`config.mk`:
```
export PLATFORM = sky130hd
export DESIGN_NAME = keyed_wdog
export DESIGN_NICKNAME = d
export VERILOG_FILES = /design/src/rtl/keyed_wdog_pkg.sv /design/src/rtl/keyed_wdog_keyfsm.sv /design/src/rtl/keyed_wdog_count.sv /design/src/rtl/keyed_wdog.sv
export SDC_FILE = /design/constraint.sdc
export NUM_CORES = 1
export LEC_CHECK = 0
export BUFFER_PORTS_ARGS = -buffer_cell sky130_fd_sc_hd__buf_4
export CORE_MARGIN = 2
export CORE_UTILIZATION = 30
export CTS_CLUSTER_DIAMETER = 50
export DETAILED_ROUTE_END_ITERATION = 6
export GPL_ROUTABILITY_DRIVEN = 0
export MAX_ROUTING_LAYER = met4
export PLACE_DENSITY = 0.54
export SYNTH_ARGS = -nofsm -noshare
export SYNTH_HDL_FRONTEND = slang
export SYNTH_SLANG_ARGS = --single-unit
```
`constraint.sdc`:
```
create_clock -name clk -period 2.07 [get_ports clk]
set_input_delay 0.1035 -clock clk [delete_from_list [all_inputs] [get_ports clk]]
set_output_delay 0.1035 -clock clk [all_outputs]
set_load 0.01 [all_outputs]
```
`src/rtl/keyed_wdog_pkg.sv`:
```
package keyed_wdog_pkg;
  localparam int unsigned DATA_W = 32;

  localparam logic [5:0] OFS_CNT_LO = 6'h10;
  localparam logic [5:0] OFS_CNT_HI = 6'h14;
  localparam logic [5:0] OFS_PRD_LO = 6'h18;
  localparam logic [5:0] OFS_PRD_HI = 6'h1C;
  localparam logic [5:0] OFS_GLB    = 6'h24;
  localparam logic [5:0] OFS_CTL    = 6'h28;

  localparam logic [15:0] KEY_ARM     = 16'hA5C6;
  localparam logic [15:0] KEY_CONFIRM = 16'hDA7E;

  localparam int unsigned EN_BIT    = 14;
  localparam int unsigned STATE_LSB = 12;
  localparam int unsigned KEY_LSB   = 16;
  localparam logic [1:0]  MODE_WDOG = 2'd2;

  typedef enum logic [1:0] {
    WD_IDLE  = 2'd0,
    WD_PRE   = 2'd1,
    WD_ARMED = 2'd2,
    WD_SVC   = 2'd3
  } wd_state_e;
endpackage

```
`src/rtl/keyed_wdog_keyfsm.sv`:
```
module keyed_wdog_keyfsm
  import keyed_wdog_pkg::*;
(
  input  logic       clk,
  input  logic       rst_n,
  input  logic       cfg_ok,
  input  logic       ctl_wr,
  input  logic       wr_en_bit,
  input  logic [15:0] wr_key,
  output wd_state_e  state,
  output logic       en,
  output logic       svc_clr,
  output logic       bad_key
);
  wd_state_e state_d;
  logic      en_d;

  always_comb begin
    state_d = state;
    svc_clr = 1'b0;
    bad_key = 1'b0;
    en_d    = en | (ctl_wr & wr_en_bit);
    if (ctl_wr && cfg_ok) begin
      unique case (state)
        WD_IDLE:  if (en_d && wr_key == KEY_ARM) state_d = WD_PRE;
        WD_PRE:   if (wr_key == KEY_CONFIRM) state_d = WD_ARMED;
        WD_ARMED: begin
          if (wr_key == KEY_ARM) state_d = WD_SVC;
          else if (wr_key != KEY_CONFIRM) bad_key = 1'b1;
        end
        WD_SVC: begin
          if (wr_key == KEY_CONFIRM) begin
            state_d = WD_ARMED;
            svc_clr = 1'b1;
          end else if (wr_key != KEY_ARM) begin
            bad_key = 1'b1;
          end
        end
        default: state_d = WD_IDLE;
      endcase
    end
  end

  always_ff @(posedge clk or negedge rst_n) begin
    if (!rst_n) begin
      state <= WD_IDLE;
      en    <= 1'b0;
    end else begin
      state <= state_d;
      en    <= en_d;
    end
  end
endmodule

```
`src/rtl/keyed_wdog_count.sv`:
```
module keyed_wdog_count #(
  parameter int unsigned CNT_W = 64
) (
  input  logic               clk,
  input  logic               rst_n,
  input  logic [1:0]         cnt_we,
  input  logic [1:0]         prd_we,
  input  logic [CNT_W/2-1:0] wdata,
  input  logic               run,
  input  logic               clr,
  output logic [CNT_W-1:0]   cnt,
  output logic [CNT_W-1:0]   prd,
  output logic               hit
);
  localparam int unsigned HALF_W = CNT_W / 2;

  logic [CNT_W-1:0] cnt_mask, prd_mask, wfill, cnt_base, cnt_d, prd_d;

  for (genvar h = 0; h < 2; h++) begin : g_half
    assign cnt_mask[h*HALF_W +: HALF_W] = {HALF_W{cnt_we[h]}};
    assign prd_mask[h*HALF_W +: HALF_W] = {HALF_W{prd_we[h]}};
    assign wfill[h*HALF_W +: HALF_W]    = wdata;
  end

  always_comb begin
    if (clr)      cnt_base = '0;
    else if (run) cnt_base = cnt + CNT_W'(1);
    else          cnt_base = cnt;
    cnt_d = (cnt_base & ~cnt_mask) | (wfill & cnt_mask);
    prd_d = (prd & ~prd_mask) | (wfill & prd_mask);
  end

  assign hit = (cnt == prd);

  always_ff @(posedge clk or negedge rst_n) begin
    if (!rst_n) begin
      cnt <= '0;
      prd <= '0;
    end else begin
      cnt <= cnt_d;
      prd <= prd_d;
    end
  end
endmodule

```
`src/rtl/keyed_wdog.sv`:
```
module keyed_wdog
  import keyed_wdog_pkg::*;
#(
  parameter int unsigned CNT_W  = 64,
  parameter int unsigned ADDR_W = 6
) (
  input  logic              clk,
  input  logic              rst_n,
  input  logic              bus_wr,
  input  logic [ADDR_W-1:0] bus_addr,
  input  logic [DATA_W-1:0] bus_wdata,
  output logic [DATA_W-1:0] bus_rdata,
  output logic              reset_req
);
  localparam int unsigned HALF_W = CNT_W / 2;

  logic [3:0]       glb;
  wd_state_e        state;
  logic             en, svc_clr, bad_key, hit;
  logic             armed, cfg_ok, ctl_wr, run, open_wr;
  logic [1:0]       cnt_we, prd_we;
  logic [CNT_W-1:0] cnt, prd;

  assign armed   = (state == WD_ARMED) || (state == WD_SVC);
  assign cfg_ok  = (glb[3:2] == MODE_WDOG) && (&glb[1:0]);
  assign ctl_wr  = bus_wr && (bus_addr == ADDR_W'(OFS_CTL));
  assign open_wr = bus_wr && !armed;
  assign run     = armed && !reset_req;

  assign cnt_we = {open_wr && (bus_addr == ADDR_W'(OFS_CNT_HI)),
                   open_wr && (bus_addr == ADDR_W'(OFS_CNT_LO))};
  assign prd_we = {open_wr && (bus_addr == ADDR_W'(OFS_PRD_HI)),
                   open_wr && (bus_addr == ADDR_W'(OFS_PRD_LO))};

  always_ff @(posedge clk or negedge rst_n) begin
    if (!rst_n) begin
      glb       <= '0;
      reset_req <= 1'b0;
    end else begin
      if (open_wr && bus_addr == ADDR_W'(OFS_GLB)) glb <= bus_wdata[3:0];
      if ((armed && hit) || bad_key) reset_req <= 1'b1;
    end
  end

  keyed_wdog_keyfsm u_keyfsm (
    .clk       (clk),
    .rst_n     (rst_n),
    .cfg_ok    (cfg_ok),
    .ctl_wr    (ctl_wr),
    .wr_en_bit (bus_wdata[EN_BIT]),
    .wr_key    (bus_wdata[KEY_LSB +: 16]),
    .state     (state),
    .en        (en),
    .svc_clr   (svc_clr),
    .bad_key   (bad_key)
  );

  keyed_wdog_count #(.CNT_W(CNT_W)) u_count (
    .clk    (clk),
    .rst_n  (rst_n),
    .cnt_we (cnt_we),
    .prd_we (prd_we),
    .wdata  (bus_wdata[HALF_W-1:0]),
    .run    (run),
    .clr    (svc_clr),
    .cnt    (cnt),
    .prd    (prd),
    .hit    (hit)
  );

  always_comb begin
    bus_rdata = '0;
    if (bus_addr == ADDR_W'(OFS_CNT_LO))      bus_rdata = DATA_W'(cnt[HALF_W-1:0]);
    else if (bus_addr == ADDR_W'(OFS_CNT_HI)) bus_rdata = DATA_W'(cnt[CNT_W-1:HALF_W]);
    else if (bus_addr == ADDR_W'(OFS_PRD_LO)) bus_rdata = DATA_W'(prd[HALF_W-1:0]);
    else if (bus_addr == ADDR_W'(OFS_PRD_HI)) bus_rdata = DATA_W'(prd[CNT_W-1:HALF_W]);
    else if (bus_addr == ADDR_W'(OFS_GLB))    bus_rdata = DATA_W'(glb);
    else if (bus_addr == ADDR_W'(OFS_CTL)) begin
      bus_rdata[EN_BIT]              = en;
      bus_rdata[STATE_LSB +: 2]      = state;
    end
  end
endmodule

```
==> results.md, run 1 <==
* Layout fillers at 2,695
* Critical path fanouts, max at 15
* Period utilization at 103%
* WL/cell at 20.9 um
* Worst skew pair latency at 0.43 ns
* Syn nets at 823
* DPL Wire Length at 20.4 mm
* Run status: finished, violations left
* Combinational Power Share at 29.5%
* Layout Area Growth over Synthesis at 30.5%
* Largest net degree at the start of global routing at 57
* Slowest stage delay, CP at 0.56 ns
* Synth Instances at 781
* Max Fclk at 469 MHz
* Leakage at 0.00438 uW
* Initial antenna violation count at 1
* NetSw at 2890 uW
* Final Instance Area at 0.0108 mm2
* CP bufs+invs at 1
* CTS tree: built
* CP top delay family: simple AND/OR/NAND/NOR gates
* Critical Path RT at 2.37 ns
* Switching Fraction at 32.5%
* Reg power frac at 39.1%
* Clock power share at 31.4%
* Setup ws final at -0.0635 ns
* Final wirelength at 27.5 mm
* Commonest cells after routing, fill and taps aside: buf_4 (169), dfrtp_1 (136), nand2_1 (88)
* Final hold viol count at 0
* Die ar. at 0.0290 mm2
* H-tree depth at 4
* Core area at 0.0270 mm2
* Overflow after GRT at 0
* Critical path type: flop to flop
* Mapped Avg Cell Area at 10.6 um2
* Overall power at 8900 uW
* Failing checks: negative setup slack
* Die width at 170 um
* Max Root-Sink Buffers at 2
* Maxcap violations at 0
* Slew Viols, Final at 0
* Core Util, Final at 40.0%
* Post-synthesis sequential area ratio at 41.0%
* DR iter-0 viols at 461
* Syn. warnings at 0
* Post-Place Cell Area at 0.00992 mm2
* Layout cells sized above 1 at 34.7%
* Num rows at 60
* CTS Sinks at 136
* Layout net count at 1,001
* Worst path arrival time at 2.43 ns
* Initial Util at 30.7%
* EDFF count, synth at 0
* Num CTS Buffers at 17
* Worst-margin pin slew at 0.735 ns
* Setup Viol. Count Final at 64
* RSZ-0062 raised after global routing: yes
* Avg Vias per Cell at 5.16
* Netlist cell types at 50
* Hold Path Class: primary input to flop
* Number of global-route vias before repair at 6,800
* Internal power at 6010 uW
* Critical Path End Type: flop
* CP cell instances: and4b_1, nand4_1, or4_4, or2_4, nand2b_4, buf_12, o21ai_0
* IO Count at 74
* Minimum clock period at 2.13 ns
* Final ANT Viol Nets at 0
* CTS Root Cell: clkbuf_16
* CTS clk-pin slew, worst paths at 0.06 ns
* Port bufs at 73
* GR Util All Layers at 20.2%
* Post-Syn Area at 0.00829 mm2
* DR vias at 6,777
* PwrDens at 823 mW/mm2
* Pre-Repair DR Iteration Count at 4
* Chip Height at 170 um
* Global-route wire length before repair at 41.8 mm
* FFs w/ async S/R, synth at 100%
* Crit-path slowest cell: or4_4
* Number of synthesized register bits at 136
* Commonest non-fill, non-tap cell in the layout: buf_4
* Slew Limit Headroom at 51.0%
* Post-route DRC at 0
* Clock Skews at 0.00963 ns
* Startpoint types: flop
* Max VDD drop at 0.579 mV
* Ys flop type: dfrtp_1
==> layout make-up <==
class                   instances  area, um2  share of cell area (%)
diodes                          1       2.50                  0.0231
clock buffers                  25        485                    4.49
clock inverters                 6       43.8                   0.405
inverters                       6       22.5                   0.208
multi-input cells             590       4670                    43.2
flip-flops and latches        136       3400                    31.5
well taps                     341        427                    3.94
repair buffers                208       1760                    16.3
==> kinds of logic (layout without fill, tap and decap cells) <==
group,after synthesis,after routing,synth area share [%]
fa+ha+maj,1,1,0.151
other cells,0,1,0
buf+inv,55,245,3.47
compound gates,81,81,5.31
flops,136,136,41.0
simple gates,273,273,18.7
xor+xnor,127,127,13.4
mux,108,108,17.9
==> path summary, 6_finish.rpt <==
kind | start | endpoint | slack, ns | depth (start not counted)
setup / recovery | glb[2] | u_count.cnt[42] | -0.06 | 7
hold / removal | bus_wdata[21] | u_count.cnt[21] | 0.03 | 4
setup reg to reg | glb[2] | u_count.cnt[42] | -0.06 | 7
hold reg to reg | u_keyfsm.en | u_keyfsm.en | 0.50 | 1
max in group asynchronous | rst_n | u_count.cnt[59] | 1.12 | 3
min in group asynchronous | rst_n | async pin | 0.23 | 2
==> synthesized netlist by cell type, types with 2 or more instances <==
library cell,n,area (um2)
nand2_1,88,330
o21ai_0,60,300
mux2_2,75,845
dfrtp_1,136,3400
a221oi_1,7,61.3
nor3_1,18,90.1
xnor2_1,73,639
and4_1,11,96.3
or2_2,2,12.5
nand3_1,20,100
o21ai_1,4,20.0
and4b_1,2,20.0
mux2i_1,8,80.1
inv_1,6,22.5
nand3b_1,2,15.0
nor4bb_1,3,30.0
buf_1,7,26.3
nor2_1,17,63.8
clkbuf_1,19,71.3
nand4_2,2,25.0
buf_6,8,90.1
a21oi_1,7,35.0
nor2b_1,31,194
nand4_1,35,219
buf_2,14,70.1
mux4_2,25,563
and3_1,9,56.3
and2_1,5,31.3
nor4_1,13,81.3
xor2_1,54,473
==> through the flow <==
step / hold WS, ns / setup WS (ns) / cells / setup TNS [ns]
floorplan: -0.192 / 0.134 / 781 / 0
global placement: 0.131 / -0.0972 / 1250 / -5.39
detailed placement: 0.136 / -0.131 / 1250 / -7.09
CTS: 0.0112 / -0.0636 / 1309 / -2.67
global route: 0.0448 / -0.160 / 1313 / -7.92
finish: 0.0288 / -0.0635 / 1313 / -2.38
==> power groups by stage <==
| stage | sequential, uW | combinational (uW) | clock [uW] |
|---|---|---|---|
| after floorplan | 3490 | 1370 | 0 |
| after global placement | 3510 | 2500 | 0 |
| after detailed placement | 3520 | 2500 | 0 |
| after CTS | 3480 | 2610 | 2840 |
| after global routing | 3540 | 2820 | 2960 |
| final | 3480 | 2620 | 2800 |
==> what timing repair did <==
item | in CTS | in global routing
hold endpoints to repair | 162 | 0
endpoints found under the setup margin | 64 | 65
setup buffers | 0 | 3
hold buffers | 28 | 0
pin swaps | 10 | 1
resized for setup | 56 | 9
==> worst reg2reg max path, delay by kind of cell, from the launching register on <==
family	cells	cell delay, ns
AO/OA/AOI/OAI	1	0.09
AND/OR/NAND/NOR	5	1.41
flip-flops	1	0.37
buffers and inverters	1	0.15
==> per-layer routing <==
| layer | part of all wire (%) | global-route usage, % | routed length (um) | vias up |
|---|---|---|---|---|
| met5 | 0 | - | 0 | - |
| met1 | 47 | 27.6 | 12900 | 3423 |
| met4 | 2.6 | 6.87 | 722 | 0 |
| met2 | 46 | 30.3 | 12600 | 171 |
| met3 | 4.5 | 3.67 | 1220 | 36 |
| li1 | - | - | - | 3147 |
No activity file was read; power rests on OpenSTA's default activity.
==> inputs of run 2 (changes only) <==
--- a/config.mk
+++ b/config.mk
@@ -7,2 +7,3 @@
 export LEC_CHECK = 0
+export ABC_AREA = 1
 export BUFFER_PORTS_ARGS = -buffer_cell sky130_fd_sc_hd__buf_4
==> constraint.sdc (replaced) <==
create_clock -name clk -period 2.07 [get_ports clk]
set_input_delay 0.414 -clock clk [delete_from_list [all_inputs] [get_ports clk]]
set_output_delay 0.414 -clock clk [all_outputs]
set_load 0.01 [all_outputs]
==> results.md, run 2 <==
* Overflow after GRT at 0 (unchanged)
* Worst path arrival time at 1.65 ns (was 2.43 ns)
* Port bufs at 73 (unchanged)
* Critical path depth at 13 (was 7)
* Initial Util at 30.5% (was 30.7%)
* NetSw at 1490 uW (was 2890 uW)
* CTS tree: built (unchanged)
* Num rows at 64 (was 60)
* Worst slack, placed at -0.0719 ns (was -0.131 ns)
* Initial antenna violation count at 0 (was 1)
* Final hold viol count at 0 (unchanged)
* CP cell instances: buf_6, nor2_4, nand3_4, inv_4, nand3_4, inv_4, buf_12, clkbuf_16, nand2_4, nand2_2, a21oi_2, o211ai_1, buf_4 (was and4b_1, nand4_1, or4_4, or2_4, nand2b_4, buf_12, o21ai_0)
* Global-route wire length before repair at 54.8 mm (was 41.8 mm)
* Layout net count at 1,595 (was 1,001)
* Avg Vias per Cell at 4.96 (was 5.16)
* Hold Path Class: primary input to flop (unchanged)
* Clock power share at 52.9% (was 31.4%)
* Layout cells sized above 1 at 16.9% (was 34.7%)
* RSZ-0062 raised after global routing: yes (unchanged)
* CTS Sinks at 136 (unchanged)
* Minimum clock period at 2.06 ns (was 2.13 ns)
* Worst r2r path cells at 9 (was 7)
* Reg power frac at 42.0% (was 39.1%)
* Worst-margin pin slew at 0.417 ns (was 0.735 ns)
* Number of global-route vias before repair at 9,448 (was 6,800)
* Pre-Repair DR Iteration Count at 5 (was 4)
* Largest net degree at the start of global routing at 42 (was 57)
* Commonest non-fill, non-tap cell in the layout: nand2_1 (was buf_4)
* Worst Hold Path EP: u_count.cnt[48] (was u_count.cnt[21])
* Post-synthesis sequential area ratio at 36.4% (was 41.0%)
* CP top delay family: buffers and inverters (was simple AND/OR/NAND/NOR gates)
* EDFF count, synth at 0 (unchanged)
* Hold depth at 3 (was 4)
* Max Root-Sink Buffers at 2 (unchanged)
* Synth Area in Adders at 0.134% (was 0.151%)
* PwrDens at 542 mW/mm2 (was 823 mW/mm2)
* CTS clk-pin slew, worst paths at 0.06 ns (about the same)
* Slowest stage delay, CP at 0.16 ns (was 0.56 ns)
* Critical path fanouts, max at 6 (was 15)
* Die width at 180 um (was 170 um)
* Chip Height at 180 um (was 170 um)
* Compound-Gate Fraction of Synth Area at 12.3% (was 5.31%)
* Yosys top cell by area: dfrtp_1 (unchanged)
* Min-delay src: bus_wdata[16] (was bus_wdata[21])
* Post-Syn Area at 0.00934 mm2 (was 0.00829 mm2)
* CTS Root Cell: clkbuf_16 (unchanged)
* Combinational Power Share at 5.2% (was 29.5%)
* Syn. warnings at 0 (unchanged)
* GR Util All Layers at 22.2% (was 20.2%)
* Clock Skews at 0.00861 ns (was 0.00963 ns)
* R2R Path End: u_count.cnt[55] (was u_count.cnt[42])
* FF-to-FF Start: u_count.cnt[26] (was glb[2])
* Ys flop type: dfrtp_1 (unchanged)
* Antenna cells at 0 (was 1)
* Critical Path RT at 1.66 ns (was 2.37 ns)
* Post-route DRC at 0 (unchanged)
* Max Fclk at 484 MHz (was 469 MHz)
* IO Count at 74 (unchanged)
* H-tree depth at 4 (unchanged)
* Worst skew pair latency at 0.44 ns (was 0.43 ns)
* Critical Path End Type: output port (was flop)
* Final ANT Viol Nets at 0 (unchanged)
* Synth Instances at 1,430 (was 781)
* Setup Viol. Count Final at 0 (was 64)
* Setup ws final at 0.00522 ns (was -0.0635 ns)
* Slew Limit Headroom at 72.1% (was 51.0%)
* Internal power at 4890 uW (was 6010 uW)
* Layout fillers at 3,259 (was 2,695)
* Die ar. at 0.0326 mm2 (was 0.0290 mm2)
* Main combinational cell family by area after synthesis: simple AND/OR/NAND/NOR gates (unchanged)
* Crit-path slowest cell: clkbuf_16 (was or4_4)
* Area contributors post-synth: dfrtp_1 (36%), nand2_1 (20%), inv_1 (7.7%), nor2_1 (5.2%), o21ai_0 (4.7%) (was dfrtp_1 (41%), mux2_2 (10%), xnor2_1 (7.7%), mux4_2 (6.8%), xor2_1 (5.7%))
* Num CTS Buffers at 17 (unchanged)
* CP bufs+invs at 6 (was 1)
* DPL Wire Length at 27.5 mm (was 20.4 mm)
* Slew Viols, Final at 0 (unchanged)
* Mapped Avg Cell Area at 6.53 um2 (was 10.6 um2)
* Post-Synth XOR/XNOR Area at 4.22% (was 13.4%)
* Startpoint types: primary input (was flop)
* Syn nets at 1,472 (was 823)
* FFs w/ async S/R, synth at 100% (unchanged)
* Commonest cells after routing, fill and taps aside: nand2_1 (481), inv_1 (190), dfrtp_1 (134) (was buf_4 (169), dfrtp_1 (136), nand2_1 (88))
* Max VDD drop at 0.376 mV (was 0.579 mV)
* Post-synthesis mux area share at 0% (was 17.9%)
* Leakage at 0.00564 uW (was 0.00438 uW)
* Netlist cell types at 33 (was 50)
* Number of synthesized register bits at 136 (unchanged)
* Switching Fraction at 23.4% (was 32.5%)
* Core area at 0.0306 mm2 (was 0.0270 mm2)
* Most common cell in the netlist: nand2_1 (was dfrtp_1)
* Reg-to-reg slack, setup at 0.09 ns (was -0.06 ns)
* Post-synth top area share at 36.4% (was 41.0%)
* Layout Area Growth over Synthesis at 26.1% (was 30.5%)
* Simple-gate share of the synthesized area at 36.5% (was 18.7%)
* Period utilization at 99.7% (was 103%)
* DR iter-0 viols at 1,011 (was 461)
* DR vias at 9,730 (was 6,777)
* Maxcap violations at 0 (unchanged)
* Most instantiated cells after synthesis: nand2_1 (491), inv_1 (192), dfrtp_1 (136) (was dfrtp_1 (136), nand2_1 (88), mux2_2 (75))
* Overall power at 6380 uW (was 8900 uW)
* Critical path type: primary input to output port (was flop to flop)
* Final wirelength at 35.1 mm (was 27.5 mm)
* Run status: completed (was finished, violations left)
* WL/cell at 17.9 um (was 20.9 um)
-- run 2: changes by cell type in the layout (fill, tap and decap cells not counted), moves of 30 or more --
cell,change
nand3_1,+51
mux2_2,-75
nand2_1,+393
o22ai_1,+34
inv_1,+184
buf_4,-50
xnor2_1,-72
nor2b_1,-30
nor2_1,+110
o21ai_0,+52
-- run 2: kinds of logic (layout without fill, tap and decap cells) --
logic type | after synthesis | in the layout
adder cells (fa/ha/maj) | 1 | 1
XOR/XNOR | 45 | 45
buffers and inverters | 243 | 379
AND/OR/NAND/NOR | 792 | 792
flip-flops | 136 | 136
AO/OA/AOI/OAI | 213 | 213
-- run 2: cell type report --
class,instances,area [um2],area share (%)
clock buffer,20,467,3.96
clock inverter,12,171,1.45
inverter,202,768,6.52
multi-input combinational,1051,5100,43.3
sequential,136,3410,28.9
tap,396,495,4.21
timing repair buffer,145,1370,11.6
-- run 2: power groups by stage --
stage / clock network, uW / registers [uW] / logic (uW)
final: 3380 / 2680 / 329
after global routing: 3520 / 2680 / 365
after CTS: 3410 / 2680 / 321
after detailed placement: 0 / 2730 / 317
after global placement: 0 / 2730 / 316
after floorplan: 0 / 2720 / 96.5
-- run 2: routing by layer --
metal / GRT usage [%] / vias to the layer above / share of wire (%)
met5: - / - / 0
met4: 5.61 / 0 / 2.6
met3: 3.09 / 48 / 5.0
met2: 34.8 / 276 / 46
met1: 30.1 / 4624 / 46
li1: - / 4782 / -
-- run 2: stage by stage --
stage / cell area [um2] / hold WS (ns) / instances / TNS (ns) / util (%)
after floorplan: 9340 / 0.118 / 1430 / 0 / -
after global placement: 10900 / 0.349 / 1925 / -0.107 / 35.6
after detailed placement: 10900 / 0.362 / 1925 / -0.322 / 35.6
after CTS: 11500 / 0.195 / 1958 / 0 / 37.7
after global routing: 11800 / 0.203 / 1962 / -1.02 / 38.5
final: 11800 / 0.208 / 1962 / 0 / 38.5
-- run 2: worst register-to-register path, delay by kind of cell (launching register included) --
kind / cells / cell delay, ns
AND/OR/NAND/NOR: 9 / 1.43
flip-flops: 1 / 0.44
-- run 2: how the worst max path moves through the flow --
stage	to	startpoint
floorplan	bus_rdata[28]	bus_addr[1]
global placement	bus_rdata[15]	bus_addr[1]
detailed placement	bus_rdata[15]	bus_addr[1]
CTS	bus_rdata[14]	bus_addr[1]
global route	bus_rdata[11]	bus_addr[0]
finish	bus_rdata[2]	bus_addr[0]
-- run 2: repair_timing --
item,CTS,global route
gates cloned,0,2
pin swaps,0,3
endpoints found under the hold margin,34,0
hold buffers,1,0
resized for setup,10,66
setup endpoints to repair,17,40
setup buffers,0,2
==> inputs of run 3 (changes only) <==
- PLACE_DENSITY: 0.54 -> not set
- SETUP_SLACK_MARGIN: not set -> 0.3
==> results.md, run 3 (synthesized netlist as in run 2, its figures left out) <==
* R2R Path End: u_count.cnt[46] (was u_count.cnt[55])
* Num CTS Buffers at 17 (unchanged)
* Final hold viol count at 0 (unchanged)
* Die ar. at 0.0326 mm2 (unchanged)
* Initial antenna violation count at 0 (unchanged)
* Worst r2r path cells at 11 (was 9)
* Final Instance Area at 0.0131 mm2 (was 0.0118 mm2)
* Dpl cells at 1,926 (was 1,925)
* CTS Sinks at 136 (unchanged)
* CP cell instances: buf_8, nor2_4, nand3_2, buf_6, nor3_4, inv_4, buf_12, o211ai_1, buf_4 (was buf_6, nor2_4, nand3_4, inv_4, nand3_4, inv_4, buf_12, clkbuf_16, nand2_4, nand2_2, a21oi_2, o211ai_1, buf_4)
* Die width at 180 um (unchanged)
* Chip Height at 180 um (unchanged)
* Core area at 0.0306 mm2 (unchanged)
* Max Fclk at 477 MHz (was 484 MHz)
* PwrDens at 456 mW/mm2 (was 542 mW/mm2)
* Worst-margin pin slew at 0.392 ns (was 0.417 ns)
* Largest net degree at the start of global routing at 70 (was 42)
* Hold_ws at 0.192 ns (was 0.208 ns)
* Critical Path RT at 1.66 ns (about the same)
* CTS Root Cell: clkbuf_16 (unchanged)
* Worst path arrival time at 1.68 ns (was 1.65 ns)
* Antenna cells at 0 (unchanged)
* GR Util All Layers at 22.8% (was 22.2%)
* Startpoint types: primary input (unchanged)
* Clock Skews at 0.00831 ns (was 0.00861 ns)
* Commonest non-fill, non-tap cell in the layout: nand2_1 (unchanged)
* Maxcap violations at 0 (unchanged)
* Setup ws final at -0.0273 ns (was 0.00522 ns)
* Hold depth at 3 (unchanged)
* Period utilization at 101% (was 99.7%)
* IO Count at 74 (unchanged)
* DPL Wire Length at 27.0 mm (was 27.5 mm)
* Finished Layout Cells at 2,001 (was 1,962)
* Commonest cells after routing, fill and taps aside: nand2_1 (448), inv_1 (185), buf_4 (134) (was nand2_1 (481), inv_1 (190), dfrtp_1 (134))
* RSZ-0062 raised after global routing: yes (unchanged)
* Num rows at 64 (unchanged)
* DR iter-0 viols at 1,198 (was 1,011)
* FF-to-FF Start: u_count.cnt[0] (was u_count.cnt[26])
* CTS clk-pin slew, worst paths at 0.06 ns (about the same)
* Worst Hold Path EP: u_count.cnt[47] (was u_count.cnt[48])
* Critical path type: primary input to output port (unchanged)
* Port bufs at 73 (unchanged)
* Slew Limit Headroom at 73.8% (was 72.1%)
* Max VDD drop at 0.402 mV (was 0.376 mV)
* Layout net count at 1,639 (was 1,595)
* Final ANT Viol Nets at 0 (unchanged)
* Crit-path slowest cell: o211ai_1 (was clkbuf_16)
* Avg Vias per Cell at 5.21 (was 4.96)
* Reg-to-reg slack, setup at 0.15 ns (was 0.09 ns)
* Final wirelength at 37.6 mm (was 35.1 mm)
* Critical Path End Type: output port (unchanged)
* Slowest stage delay, CP at 0.24 ns (was 0.16 ns)
* Min-delay src: bus_wdata[15] (was bus_wdata[16])
* Hold Path Class: primary input to flop (unchanged)
* Pre-Repair DR Iteration Count at 6 (was 5)
* Minimum clock period at 2.10 ns (was 2.06 ns)
* Layout fillers at 3,074 (was 3,259)
* Global-route wire length before repair at 55.6 mm (was 54.8 mm)
* H-tree depth at 4 (unchanged)
* Post-Place Cell Area at 0.0109 mm2 (about the same)
* Number of global-route vias before repair at 9,731 (was 9,448)
* Run status: finished, violations left (was completed)
* Overflow after GRT at 0 (unchanged)
* Max Root-Sink Buffers at 2 (unchanged)
* Post-route DRC at 0 (unchanged)
* Failing checks: negative setup slack
* Slew Viols, Final at 0 (unchanged)
* CTS tree: built (unchanged)
* WL/cell at 18.8 um (was 17.9 um)
* Initial Util at 30.5% (unchanged)
* Critical path fanouts, max at 7 (was 6)
* Leakage at 0.00602 uW (was 0.00564 uW)
* Worst skew pair latency at 0.44 ns (about the same)
* Layout cells sized above 1 at 29.5% (was 16.9%)
* Layout Area Growth over Synthesis at 40.1% (was 26.1%)
* Setup Viol. Count Final at 7 (was 0)
* DR vias at 10,400 (was 9,730)
==> run 3: worst max-delay path: cells and delay by family <==
kind / cells / cell delay (ns)
AO/OA/AOI/OAI: 1 / 0.24
AND/OR/NAND/NOR: 3 / 0.35
buffers and inverters: 5 / 0.68
==> run 3: worst max path at each step <==
stage / from / end / slack, ns
2_1_floorplan: bus_addr[1] / bus_rdata[0] / 0.18
3_3_place_gp: bus_addr[1] / bus_rdata[23] / -0.17
3_5_place_dp: bus_addr[1] / bus_rdata[20] / -0.16
4_1_cts: bus_addr[0] / bus_rdata[1] / -0.03
5_1_grt: bus_addr[0] / bus_rdata[13] / -0.09
6_report: bus_addr[0] / bus_rdata[1] / -0.03
==> run 3: metal layers <==
metal  vias to the layer above  part of all wire [%]  GRT usage, %
li1                       4873                     -             -
met1                      4968                    43          29.8
met2                       483                    45          34.4
met3                        95                   7.7          4.16
met4                         0                   4.3          9.90
met5                         -                     0             -
==> run 3: stage by stage <==
step	total power [uW]	setup slack [ns]	TNS, ns	util (%)
after floorplan	2820	0.177	0	-
after global placement	3040	-0.168	-2.32	35.5
after detailed placement	3040	-0.160	-2.83	35.5
after CTS	5960	-0.0285	-0.0738	39.4
after global routing	6140	-0.0876	-1.41	42.8
final	5970	-0.0273	-0.0633	42.8
==> run 3: timing repair <==
action | CTS | global route
endpoints found under the hold margin | 1 | 0
buffers inserted | 15 | 28
gates resized for setup | 119 | 225
pin swaps | 24 | 67
gates cloned | 2 | 2
hold buffers | 1 | 0
setup endpoints to repair | 96 | 83
==> run 3: cell type report <==
type	count	area [um2]	share of cell area [%]
clock buffer	23	498	3.80
multi-input combinational	1051	5990	45.8
sequential	136	3440	26.3
clock inverter	4	45.0	0.344
tap	396	495	3.79
timing repair buffer	189	1840	14.0
inverter	202	779	5.96
==> run 3: power breakdown <==
part	total, uW	switching, uW	internal, uW	leakage [uW]
combinational	364	228	137	0.00400
sequential	2680	12.9	2670	0.00175
clock	2920	1150	1770	0.000272
